### config.mk
export PLATFORM = sky130hd
export DESIGN_NAME = ns_ctl_unit
export DESIGN_NICKNAME = d
export VERILOG_FILES = /design/src/rtl/ns_pkg.sv /design/src/rtl/ns_legal_chk.sv /design/src/rtl/ns_trap_store.sv /design/src/rtl/ns_ctl_unit.sv
export SDC_FILE = /design/constraint.sdc
export NUM_CORES = 1
export LEC_CHECK = 0
export BUFFER_PORTS_ARGS = -buffer_cell sky130_fd_sc_hd__buf_2
export CAP_MARGIN = 20
export CORE_ASPECT_RATIO = 1.75
export CORE_MARGIN = 3
export CORE_UTILIZATION = 40
export CTS_BUF_LIST = sky130_fd_sc_hd__clkbuf_4
export CTS_CLUSTER_DIAMETER = 60
export DETAILED_ROUTE_END_ITERATION = 6
export SLEW_MARGIN = 20
export SYNTH_ARGS = -nofsm -noshare
export SYNTH_HDL_FRONTEND = slang
export SYNTH_SLANG_ARGS = --single-unit
### constraint.sdc
create_clock -name clk -period 5.1 [get_ports clk]
set_input_delay 0.255 -clock clk [delete_from_list [all_inputs] [get_ports clk]]
set_output_delay 0.255 -clock clk [all_outputs]
set_load 0.01 [all_outputs]
### src/rtl/ns_pkg.sv
package ns_pkg;
   localparam int NS_W       = 32;
   localparam int MODE_BIT   = 0;
   localparam int PAGE_LSB   = 1;
   localparam int PAGE_W     = 5;
   localparam int ENDIAN_BIT = 6;
   localparam int RSV_LO     = 7;
   localparam int RSV_HI     = 23;
   localparam int CUST_LSB   = 24;
   localparam int CUST_W     = 8;
   localparam int FGN_LSB    = 1;
   localparam int FGN_W      = 7;
   localparam int FGN_TOP    = FGN_LSB + FGN_W;
   localparam int NUM_PAGES  = 1 << PAGE_W;
   localparam int NUM_FGN    = 1 << FGN_W;

   typedef enum logic [1:0] {
      SEL_CUR   = 2'd0,
      SEL_SAVED = 2'd1,
      SEL_TRAP  = 2'd2,
      SEL_NONE  = 2'd3
   } ns_sel_e;

   typedef logic [NS_W-1:0] ns_word_t;
endpackage

### src/rtl/ns_legal_chk.sv
module ns_legal_chk
   import ns_pkg::*;
#(
   parameter logic [NUM_PAGES-1:0] PAGE_OK    = 32'h0001_000F,
   parameter bit                   BE_OK      = 1'b1,
   parameter logic [CUST_W-1:0]    CUSTOM_OK  = 8'h0F,
   parameter logic [NUM_FGN-1:0]   FOREIGN_OK = 128'h1_0000_0000_0000_0003
) (
   input  ns_word_t value,
   output logic     legal
);
   logic [PAGE_W-1:0] page;
   logic [FGN_W-1:0]  fidx;
   logic              native_ok;
   logic              foreign_ok;

   always_comb begin
      page = value[PAGE_LSB +: PAGE_W];
      fidx = value[FGN_LSB +: FGN_W];
      native_ok = PAGE_OK[page]
                  && (BE_OK || !value[ENDIAN_BIT])
                  && (value[RSV_HI:RSV_LO] == '0)
                  && ((value[CUST_LSB +: CUST_W] & ~CUSTOM_OK) == '0);
      foreign_ok = FOREIGN_OK[fidx] && (value[NS_W-1:FGN_TOP] == '0);
      legal = value[MODE_BIT] ? foreign_ok : native_ok;
   end
endmodule

### src/rtl/ns_trap_store.sv
module ns_trap_store
   import ns_pkg::*;
#(
   parameter int CAUSE_W   = 2,
   parameter bit USE_TABLE = 1'b0
) (
   input  logic               clk,
   input  logic               rst_n,
   input  logic               we,
   input  logic [CAUSE_W-1:0] widx,
   input  ns_word_t           wdata,
   input  logic [CAUSE_W-1:0] ridx_csr,
   input  logic [CAUSE_W-1:0] ridx_evt,
   output ns_word_t           rd_csr,
   output ns_word_t           rd_evt
);
   localparam int DEPTH = 1 << CAUSE_W;

   if (CAUSE_W < 1 || CAUSE_W > 6) begin : g_bad_w
      $error("ns_trap_store: CAUSE_W out of range");
   end

   if (USE_TABLE) begin : g_tbl
      ns_word_t tbl_q [DEPTH];
      always_ff @(posedge clk) begin
         if (!rst_n) begin
            for (int i = 0; i < DEPTH; i++) tbl_q[i] <= '0;
         end else if (we) begin
            tbl_q[widx] <= wdata;
         end
      end
      assign rd_csr = tbl_q[ridx_csr];
      assign rd_evt = tbl_q[ridx_evt];
   end else begin : g_one
      ns_word_t one_q;
      logic     unused_idx;
      assign unused_idx = ^{widx, ridx_csr, ridx_evt};
      always_ff @(posedge clk) begin
         if (!rst_n)  one_q <= '0;
         else if (we) one_q <= wdata;
      end
      assign rd_csr = one_q;
      assign rd_evt = one_q;

      p_one_hold_r7: assert property (@(posedge clk) disable iff (!rst_n)
         !we |=> $stable(one_q));
   end
endmodule

### src/rtl/ns_ctl_unit.sv
module ns_ctl_unit
   import ns_pkg::*;
#(
   parameter int                   CAUSE_W         = 2,
   parameter bit                   USE_CAUSE_TABLE = 1'b0,
   parameter logic [NUM_PAGES-1:0] PAGE_OK         = 32'h0001_000F,
   parameter bit                   BE_OK           = 1'b1,
   parameter logic [CUST_W-1:0]    CUSTOM_OK       = 8'h0F,
   parameter logic [NUM_FGN-1:0]   FOREIGN_OK      = 128'h1_0000_0000_0000_0003,
   parameter int                   CODE_W          = 5,
   parameter logic [CODE_W-1:0]    ILL_CODE        = 5'd2
) (
   input  logic               clk,
   input  logic               rst_n,
   input  logic               csr_we,
   input  logic [1:0]         csr_sel,
   input  logic [CAUSE_W-1:0] csr_idx,
   input  logic [NS_W-1:0]    csr_wdata,
   output logic [NS_W-1:0]    csr_rdata,
   input  logic               trap_enter,
   input  logic               trap_leave,
   input  logic [CAUSE_W-1:0] trap_cause,
   output logic [NS_W-1:0]    ns_bits,
   output logic               pc_go,
   output logic               ill_trap,
   output logic [CODE_W-1:0]  ill_code
);
   if (!PAGE_OK[0]) begin : g_bad_reset
      $error("ns_ctl_unit: page 0 must be supported, it is the reset value");
   end
   if (ILL_CODE == '0) begin : g_bad_code
      $error("ns_ctl_unit: ILL_CODE must be nonzero");
   end

   ns_word_t ns_q, last_q;
   ns_word_t trap_csr, trap_evt;
   logic     wr_legal;
   logic     evt;
   logic     wr_take;
   logic     wr_bad;
   logic     pc_go_q, ill_q;
   ns_sel_e  sel;

   assign sel = ns_sel_e'(csr_sel);

   ns_legal_chk #(
      .PAGE_OK(PAGE_OK), .BE_OK(BE_OK),
      .CUSTOM_OK(CUSTOM_OK), .FOREIGN_OK(FOREIGN_OK)
   ) chk_i (
      .value(csr_wdata),
      .legal(wr_legal)
   );

   assign evt     = trap_enter | trap_leave;
   assign wr_take = csr_we && !evt && wr_legal && (sel != SEL_NONE);
   assign wr_bad  = csr_we && !evt && (!wr_legal || (sel == SEL_NONE));

   ns_trap_store #(
      .CAUSE_W(CAUSE_W), .USE_TABLE(USE_CAUSE_TABLE)
   ) store_i (
      .clk(clk), .rst_n(rst_n),
      .we(wr_take && (sel == SEL_TRAP)),
      .widx(csr_idx), .wdata(csr_wdata),
      .ridx_csr(csr_idx), .ridx_evt(trap_cause),
      .rd_csr(trap_csr), .rd_evt(trap_evt)
   );

   always_ff @(posedge clk) begin
      if (!rst_n) begin
         ns_q   <= '0;
         last_q <= '0;
      end else if (trap_enter) begin
         last_q <= ns_q;
         ns_q   <= trap_evt;
      end else if (trap_leave) begin
         ns_q   <= last_q;
         last_q <= trap_evt;
      end else if (wr_take && sel == SEL_CUR) begin
         ns_q <= csr_wdata;
      end else if (wr_take && sel == SEL_SAVED) begin
         last_q <= csr_wdata;
      end
   end

   always_ff @(posedge clk) begin
      if (!rst_n) begin
         pc_go_q <= 1'b0;
         ill_q   <= 1'b0;
      end else begin
         pc_go_q <= evt;
         ill_q   <= wr_bad;
      end
   end

   always_comb begin
      unique case (sel)
         SEL_CUR:   csr_rdata = ns_q;
         SEL_SAVED: csr_rdata = last_q;
         SEL_TRAP:  csr_rdata = trap_csr;
         default:   csr_rdata = '0;
      endcase
   end

   assign ns_bits  = ns_q;
   assign pc_go    = pc_go_q;
   assign ill_trap = ill_q;
   assign ill_code = ill_q ? ILL_CODE : '0;

   p_entry_saves_r8: assert property (@(posedge clk) disable iff (!rst_n)
      trap_enter |=> (last_q == $past(ns_q)) && (ns_q == $past(trap_evt)));
   p_exit_restores_r9: assert property (@(posedge clk) disable iff (!rst_n)
      (trap_leave && !trap_enter) |=> (ns_q == $past(last_q)) && (last_q == $past(trap_evt)));
   p_pc_after_swap_r10: assert property (@(posedge clk) disable iff (!rst_n)
      evt |=> pc_go);
   p_pc_quiet_r10: assert property (@(posedge clk) disable iff (!rst_n)
      !evt |=> !pc_go);
   p_ill_keeps_r6: assert property (@(posedge clk) disable iff (!rst_n)
      ill_trap |-> $stable(ns_q) && $stable(last_q));
   p_event_no_ill_r12: assert property (@(posedge clk) disable iff (!rst_n)
      evt |=> !ill_trap);
endmodule

==> impl_metrics.ini, run 1 <==
[sta]
rsz0062_at_grt = no
fmax_mhz = 424
slew_violations = 0
fin_hold_ws_ns = 0.0441
fin_tns_setup_ns = 0
period_share_pct = 46.2
final.setup.worst_slack_ns = 2.74
slew_headroom_pct = 24.9
finalSetupViolCount = 0
post-route-min-period_ns = 2.36
tightest_slew_ns = 1.13
fin_worst_skew_ns = 0.0108
hold_viol_final = 0

[logic_synthesis]
ys_seq_elements = 98
avgSynthCellArea_um2 = 8.01
synthFlopType = dfxtp_1
synth_edf_count = 0
synth_top_cells_by_area = dfxtp_1 (34%), mux2i_1 (29%), nand2_1 (16%)
synth_warnings = 0
ys_types = 25
synth_most_common_cell = nand2_1
synth-async-reset-ratio_pct = 0
synth-seq-area-share_pct = 33.8
yosysTopAreaCell = dfxtp_1
netlist_instances = 725
synth.top_cell.area_share_pct = 33.8
synthTopCellsByCount = nand2_1 (246), mux2i_1 (170), dfxtp_1 (98), o21ai_0 (97), clkbuf_1 (36)
syn_area_um2 = 5810

[clock_tree]
path_clk_slew_ns = 0.15
cts_resized = 0
cts-buffers-inserted = 9
htree_levels = 3
clock-sinks = 98
cts_hold_buf = 0
cts_setup_buffers = 0
cts_tree = yes
clk_latency_ns = 0.45
clock_path_buffers = 2
clockRootBuffer = clkbuf_4

[die]
die_w_um = 97.1
design.die.area_um2 = 16100
boundaryPins = 114
die_y_um = 165
start_util_pct = 41.3
num_rows = 57
core_area_um2 = 14000

[routing]
drt_pass1_iterations = 5
drc = 0
drt_iter0_drc = 238
ant_nets = 0
via_count = 5191
vias_per_cell = 5.35
detail_route.wl_per_cell_um = 16.6
wl_mm = 16.1

[global_routing]
grt_usage_pct = 19.6
grt_pass1_wl_mm = 25.4
antenna_found_initial = 2
grt_pass1_vias = 4990
grt_max_degree = 130
grt_overflow = 0

[placed_design]
finalWeightedCongestion = 0.782
dp_hpwl_mm = 10.5
io_buffers = 105
place_ws_ns = 2.54
post_dp_cell_area_um2 = 6320

[worst_setup_path]
cp_top_family = buffers and inverters
cp.required_ns = 4.85
cpMaxStageDelayCell = buf_2
max_stage_delay_ns = 0.49
crit_chain = buf_2, buf_4, nor2b_4, buf_4, nand2_1, o21ai_0, buf_2
criticalPathCategory = in -> out
cp-start-kind = input port
end_kind = primary output
crit_buf_inv = 4
crit_fanout = 32
crit_arrival_ns = 2.10

[power]
power_frac_clock_pct = 34.9
ir_drop_mv = 0.135
p_sw_mw = 0.431
power_density_nw_per_um2 = 245
leakage_nw = 3.06
intPower_mw = 1.17
power.share.switching_pct = 26.9
p_seq_share_pct = 50.1
p_comb_share_pct = 15.0

[worst_hold_path]
holdCritPathClass = in -> reg

[cells_and_area]
layout.nets = 830
drive_gt1_share_pct = 17.7
area_growth_pct = 12.4
finalInstanceArea_um2 = 6530

[run]
maxCapViolCount = 0

[outcome]
status = complete, no violations
==> per-stage QoR <==
| stage | util, % | cells | power, mW |
|---|---|---|---|
| floorplan | - | 728 | 0.982 |
| global route | 46.5 | 971 | 1.67 |
| global placement | 45.0 | 953 | 1.05 |
| detailed placement | 45.0 | 953 | 1.06 |
| finish | 46.5 | 971 | 1.60 |
| CTS | 46.4 | 969 | 1.61 |
==> kinds of logic (layout without fill, tap and decap cells) <==
logic type             count (synthesis)  after routing  share of synthesized area, %
buffers and inverters                 66            130                          5.80
other                                  1              6                        0.0646
AO/OA/AOI/OAI                        101            101                          9.72
flip-flops                            98             98                          33.8
AND/OR/NAND/NOR                      289            289                          21.3
multiplexers                         170            170                          29.3
==> worst register-to-register path: cells and delay by family, from the launching register on <==
| kind | cells | cell delay [ns] |
|---|---|---|
| compound gates | 1 | 0.25 |
| flops | 1 | 0.39 |
| simple gates | 1 | 0.10 |
| mux | 2 | 0.25 |
==> sequential cells by signal, indices dropped and copies added, names as in the netlist <==
name	flops
ill_trap	1
store_i.rd_csr	32
last_q	32
pc_go	1
ns_bits	32
==> routing by layer <==
metal	GRT usage, %	vias up	share of wire [%]
met5	0	-	0
met4	9.07	0	2.8
met3	3.19	29	3.9
met2	35.6	123	52
met1	22.4	2470	41
li1	-	2569	-
==> path summary, 6_finish.rpt <==
kind / from / end / slack, ns / depth (start not counted)
worst max-delay path: csr_sel[0] / csr_rdata[17] / 2.74 / 7
worst min register to register: last_q[31] / last_q[31] / 0.49 / 2
worst min-delay path: csr_we / ill_trap / 0.04 / 3
worst max register to register: store_i.rd_csr[10] / last_q[10] / 4.06 / 4
==> cell usage in the layout (no fill, tap or decap), drive strengths merged, types with 3 or more instances in the layout <==
master	instances
nor4	7
conb	4
nor2	4
o21ai	97
dfxtp	98
clkinv	3
mux2i	170
buf	114
nand2	247
and3	22
bufinv	4
clkbuf	9
==> power by group through the flow <==
stage,combinational (mW),sequential [mW],clock [mW]
6_report,0.240,0.802,0.557
5_1_grt,0.262,0.805,0.598
4_1_cts,0.241,0.802,0.570
3_5_place_dp,0.241,0.819,0
3_3_place_gp,0.234,0.817,0
2_1_floorplan,0.163,0.819,0
==> layout make-up <==
class                      count  area [um2]
fill                        1426        7520
multi-input combinational    564        3530
sequential                    98        1960
timing repair buffer         114         608
tap                          177         221
clock inverter                 7         131
clock buffer                   9        67.6
antenna                        2        5.00
Power figures use the tool's default switching activity.
==> run 2: changes to the inputs <==
==> constraint.sdc (replaced) <==
create_clock -name clk -period 2.32 [get_ports clk]
set_input_delay 0.116 -clock clk [delete_from_list [all_inputs] [get_ports clk]]
set_output_delay 0.116 -clock clk [all_outputs]
set_load 0.01 [all_outputs]
==> impl_metrics.ini, run 2 (same netlist as run 1, synthesis figures left out) <==
[sta]
slew_violations = 0
slew_headroom_pct = 57.1
period_share_pct = 92.7
fin_worst_skew_ns = 0.0165
tightest_slew_ns = 0.644
rsz0062_at_grt = no
fin_tns_setup_ns = 0
post-route-min-period_ns = 2.15
hold_viol_final = 0
fmax_mhz = 465
finalSetupViolCount = 0

[cells_and_area]
fill_cells = 1394
final_common_cell = nand2_1
area_growth_pct = 16.3
drive_gt1_share_pct = 18.9
multi_input_area_um2 = 3530
final_util_pct = 48.1
layout.nets = 853
final_cell_mix = nand2_1 (246), mux2i_1 (170), buf_2 (102)
seqCellArea_um2 = 1960

[worst_hold_path]
holdCritPathClass = in -> reg
worstHoldPathCells = 5
min_to = last_q[28]
min_from = csr_wdata[28]

[routing]
ant_nets = 0
drt_pass1_iterations = 5
via_count = 5356
vias_per_cell = 5.39
drt_iter0_drc = 252
detail_route.wl_per_cell_um = 16.7
drc = 0
wl_mm = 16.6

[worst_setup_path]
rrSetupSlack_ns = 1.29
critPathLaunch = csr_wdata[25]
cp.required_ns = 2.71
crit_arrival_ns = 2.54
reg2reg_to = last_q[6]
crit_fanout = 16
r2r-start = store_i.rd_csr[6]
cp-start-kind = input port
ff2ff_path_depth = 4
criticalPathCategory = in -> reg
end_kind = register

[clock_tree]
cts_tree = yes
clk_latency_ns = 0.46
htree_levels = 3
cts-buffers-inserted = 9
path_clk_slew_ns = 0.16
cts_resized = 0
clock-sinks = 98
clock_path_buffers = 2
clockRootBuffer = clkbuf_4

[global_routing]
grt_pass1_wl_mm = 26.4
grt_usage_pct = 20.3
grt_pass1_vias = 5247
antenna_found_initial = 2
grt_overflow = 0
grt_max_degree = 68

[placed_design]
io_buffers = 105
finalWeightedCongestion = 0.819
dp_hpwl_mm = 11.2

[power]
leakage_nw = 3.18
p_total_mw = 3.58
power_density_nw_per_um2 = 530
ir_drop_mv = 0.352

[die]
core_area_um2 = 14000
boundaryPins = 114
start_util_pct = 41.3
die_w_um = 97.1
design.die.area_um2 = 16100
num_rows = 57
die_y_um = 165

[outcome]
status = complete, no violations

[run]
maxCapViolCount = 0
[run 2: changes by cell type in the layout (fill, tap and decap cells not counted)]
| cell | delta |
|---|---|
| buf_4 | +12 |
| clkinvlp_4 | +1 |
| inv_6 | +1 |
| clkinv_1 | -2 |
| buf_6 | -2 |
| buf_12 | +2 |
| dlygate4sd3_1 | +11 |
[run 2: timing repair]
item / 4_1_cts / 5_1_grt
hold buffers: 11 / 0
endpoints found under the hold margin: 11 / 0
buffers inserted: 0 / 0
[run 2: area by class of cell]
class	count	area share, %
Multi-Input combinational cell	564	52.3
Sequential cell	98	29.0
Timing Repair Buffer	137	12.2
Tap cell	177	3.28
Clock inverter	7	2.07
Clock buffer	9	1.00
Antenna cell	2	0.0741
[run 2: worst max path at each step]
stage / end / slack (ns) / cells past startpoint
floorplan: ns_bits[5] / 0.63 / 6
global placement: ns_bits[4] / 0.16 / 7
detailed placement: ns_bits[6] / 0.07 / 7
CTS: ns_bits[3] / 0.16 / 7
global route: ns_bits[10] / 0.08 / 7
finish: ns_bits[3] / 0.17 / 7
[run 2: stage by stage]
| stage | hold WS (ns) | worst slack [ns] | std cells | instance area (um2) |
|---|---|---|---|---|
| after global placement | 0.388 | 0.156 | 965 | 6430 |
| after CTS | 0.0928 | 0.163 | 992 | 6750 |
| after detailed placement | 0.383 | 0.0698 | 965 | 6430 |
| after global routing | 0.102 | 0.0769 | 994 | 6760 |
| after floorplan | 0.242 | 0.633 | 728 | 5820 |
| final | 0.107 | 0.169 | 994 | 6760 |
[run 2: power by group]
group / total, mW / leakage, nW / switching [mW] / internal [mW]
logic: 0.564 / 2.28 / 0.341 / 0.223
registers: 1.76 / 0.795 / 0.0373 / 1.73
clock network: 1.25 / 0.104 / 0.597 / 0.654
total: 3.58 / 3.18 / 0.975 / 2.60
[run 2: per-layer routing]
| layer | track usage, % | wire length (um) | up-vias |
|---|---|---|---|
| li1 | - | - | 2626 |
| met1 | 23.2 | 7010 | 2556 |
| met2 | 36.1 | 8300 | 133 |
| met3 | 3.40 | 579 | 41 |
| met4 | 10.9 | 709 | 0 |
| met5 | 0 | 0 | - |
[run 2: critical path, stage by stage]
cell           delay (ns)
dlygate4sd3_1        0.53
buf_2                0.16
nor4b_4              0.32
a32oi_2              0.27
o41ai_4              0.50
buf_4                0.40
mux2i_1              0.23
==> run 3: changes to the inputs <==
--- a/config.mk
+++ b/config.mk
@@ -10,7 +10,7 @@
 export CORE_ASPECT_RATIO = 1.75
 export CORE_MARGIN = 3
 export CORE_UTILIZATION = 40
-export CTS_BUF_LIST = sky130_fd_sc_hd__clkbuf_4
+export CTS_BUF_LIST = sky130_fd_sc_hd__clkbuf_16
 export CTS_CLUSTER_DIAMETER = 60
 export DETAILED_ROUTE_END_ITERATION = 6
 export SLEW_MARGIN = 20
==> impl_metrics.ini, run 3 (same netlist as run 1, synthesis figures left out) <==
[routing]
ant_nets = 0
drt_pass1_iterations = 5
detail_route.wl_per_cell_um = 16.9
drc = 0
vias_per_cell = 5.44
wl_mm = 16.6
via_count = 5345
drt_iter0_drc = 280

[global_routing]
grt_pass1_wl_mm = 26.3
grt_usage_pct = 20.3
grt_max_degree = 68
grt_pass1_vias = 5217
antenna_found_initial = 1
grt_overflow = 0

[clock_tree]
clockRootBuffer = clkbuf_16
cts_tree = yes
cts-buffers-inserted = 9
clock-sinks = 98
clock_path_buffers = 2
cts_hold_buf = 0
cts_resized = 0
clk_latency_ns = 0.35
htree_levels = 3
cts_setup_buffers = 0
path_clk_slew_ns = 0.07

[die]
start_util_pct = 41.3
num_rows = 57
die_w_um = 97.1
die_y_um = 165
boundaryPins = 114
design.die.area_um2 = 16100
core_area_um2 = 14000

[sta]
slew_violations = 0
period_share_pct = 79.3
rsz0062_at_grt = no
post-route-min-period_ns = 1.84
fin_worst_skew_ns = 0.00579
fin_tns_setup_ns = 0
fin_hold_ws_ns = 0.0343
tightest_slew_ns = 0.647
fmax_mhz = 544
finalSetupViolCount = 0
hold_viol_final = 0
slew_headroom_pct = 56.9

[cells_and_area]
area_growth_pct = 17.1
finalInstanceArea_um2 = 6800
fill_cells = 1381
final_cell_mix = nand2_1 (246), mux2i_1 (170), buf_2 (102)
final_common_cell = nand2_1
drive_gt1_share_pct = 19.2
layout.nets = 842
stdcell_count = 982

[power]
power_density_nw_per_um2 = 609
leakage_nw = 3.20
ir_drop_mv = 0.301

[worst_setup_path]
reg2reg_to = last_q[6]
criticalPathCategory = in -> reg
crit_fanout = 16
critPathCapture = ns_bits[5]
crit_arrival_ns = 2.11
rrSetupSlack_ns = 1.37
cp.required_ns = 2.59
critPathLaunch = csr_wdata[23]
r2r-start = store_i.rd_csr[6]
ff2ff_path_depth = 4
end_kind = register
cp-start-kind = input port

[placed_design]
io_buffers = 105
place_inst = 965
post_dp_cell_area_um2 = 6430
dp_hpwl_mm = 11.2
finalWeightedCongestion = 0.819

[worst_hold_path]
holdCritPathClass = in -> reg

[run]
maxCapViolCount = 0

[outcome]
status = complete, no violations
run 3: area by class of cell:
| cell class | count | area (um2) | area share (%) |
|---|---|---|---|
| diodes | 1 | 2.50 | 0.0368 |
| clock buffers | 9 | 225 | 3.31 |
| clock inverters | 7 | 140 | 2.06 |
| multi-input cells | 564 | 3530 | 52.0 |
| flip-flops and latches | 98 | 1960 | 28.9 |
| well taps | 177 | 221 | 3.26 |
| repair buffers | 126 | 716 | 10.5 |
run 3: worst min path at each step:
| stage | startpoint | endpoint | slack [ns] | depth (start not counted) |
|---|---|---|---|---|
| floorplan | csr_we | ill_trap | 0.24 | 2 |
| global placement | csr_we | ill_trap | 0.39 | 3 |
| detailed placement | csr_we | ill_trap | 0.38 | 3 |
| CTS | csr_we | ill_trap | 0.02 | 3 |
| global route | csr_we | ill_trap | 0.05 | 3 |
| finish | csr_we | ill_trap | 0.03 | 3 |
run 3: through the flow:
stage	power, mW	utilization [%]	worst slack (ns)
3_5_place_dp	2.35	45.8	0.0698
4_1_cts	4.19	48.4	0.439
6_report	4.14	48.4	0.480
3_3_place_gp	2.33	45.8	0.156
2_1_floorplan	2.16	-	0.633
5_1_grt	4.29	48.4	0.355
run 3: routing by layer:
layer  part of all wire, %  up-vias  routed length [um]  global-route usage (%)
li1                      -     2608                   -                       -
met1                    41     2539                6790                    23.2
met2                    51      161                8400                    36.2
met3                   4.5       37                 753                    3.32
met4                   3.9        0                 653                    10.7
met5                     0        -                   0                       0
run 3: report_power, final:
group / switching [mW] / leakage (nW) / internal [mW]
Sequential: 0.0374 / 0.795 / 1.72
Clock: 0.666 / 0.174 / 1.16
Combinational: 0.338 / 2.23 / 0.211
Total: 1.04 / 3.20 / 3.10
run 3: worst max-delay path, cell delays in order:
cell	delay, ns
buf_2	0.12
nor4_2	0.36
buf_4	0.18
nand4_2	0.21
o41ai_4	0.48
buf_4	0.40
mux2i_1	0.23
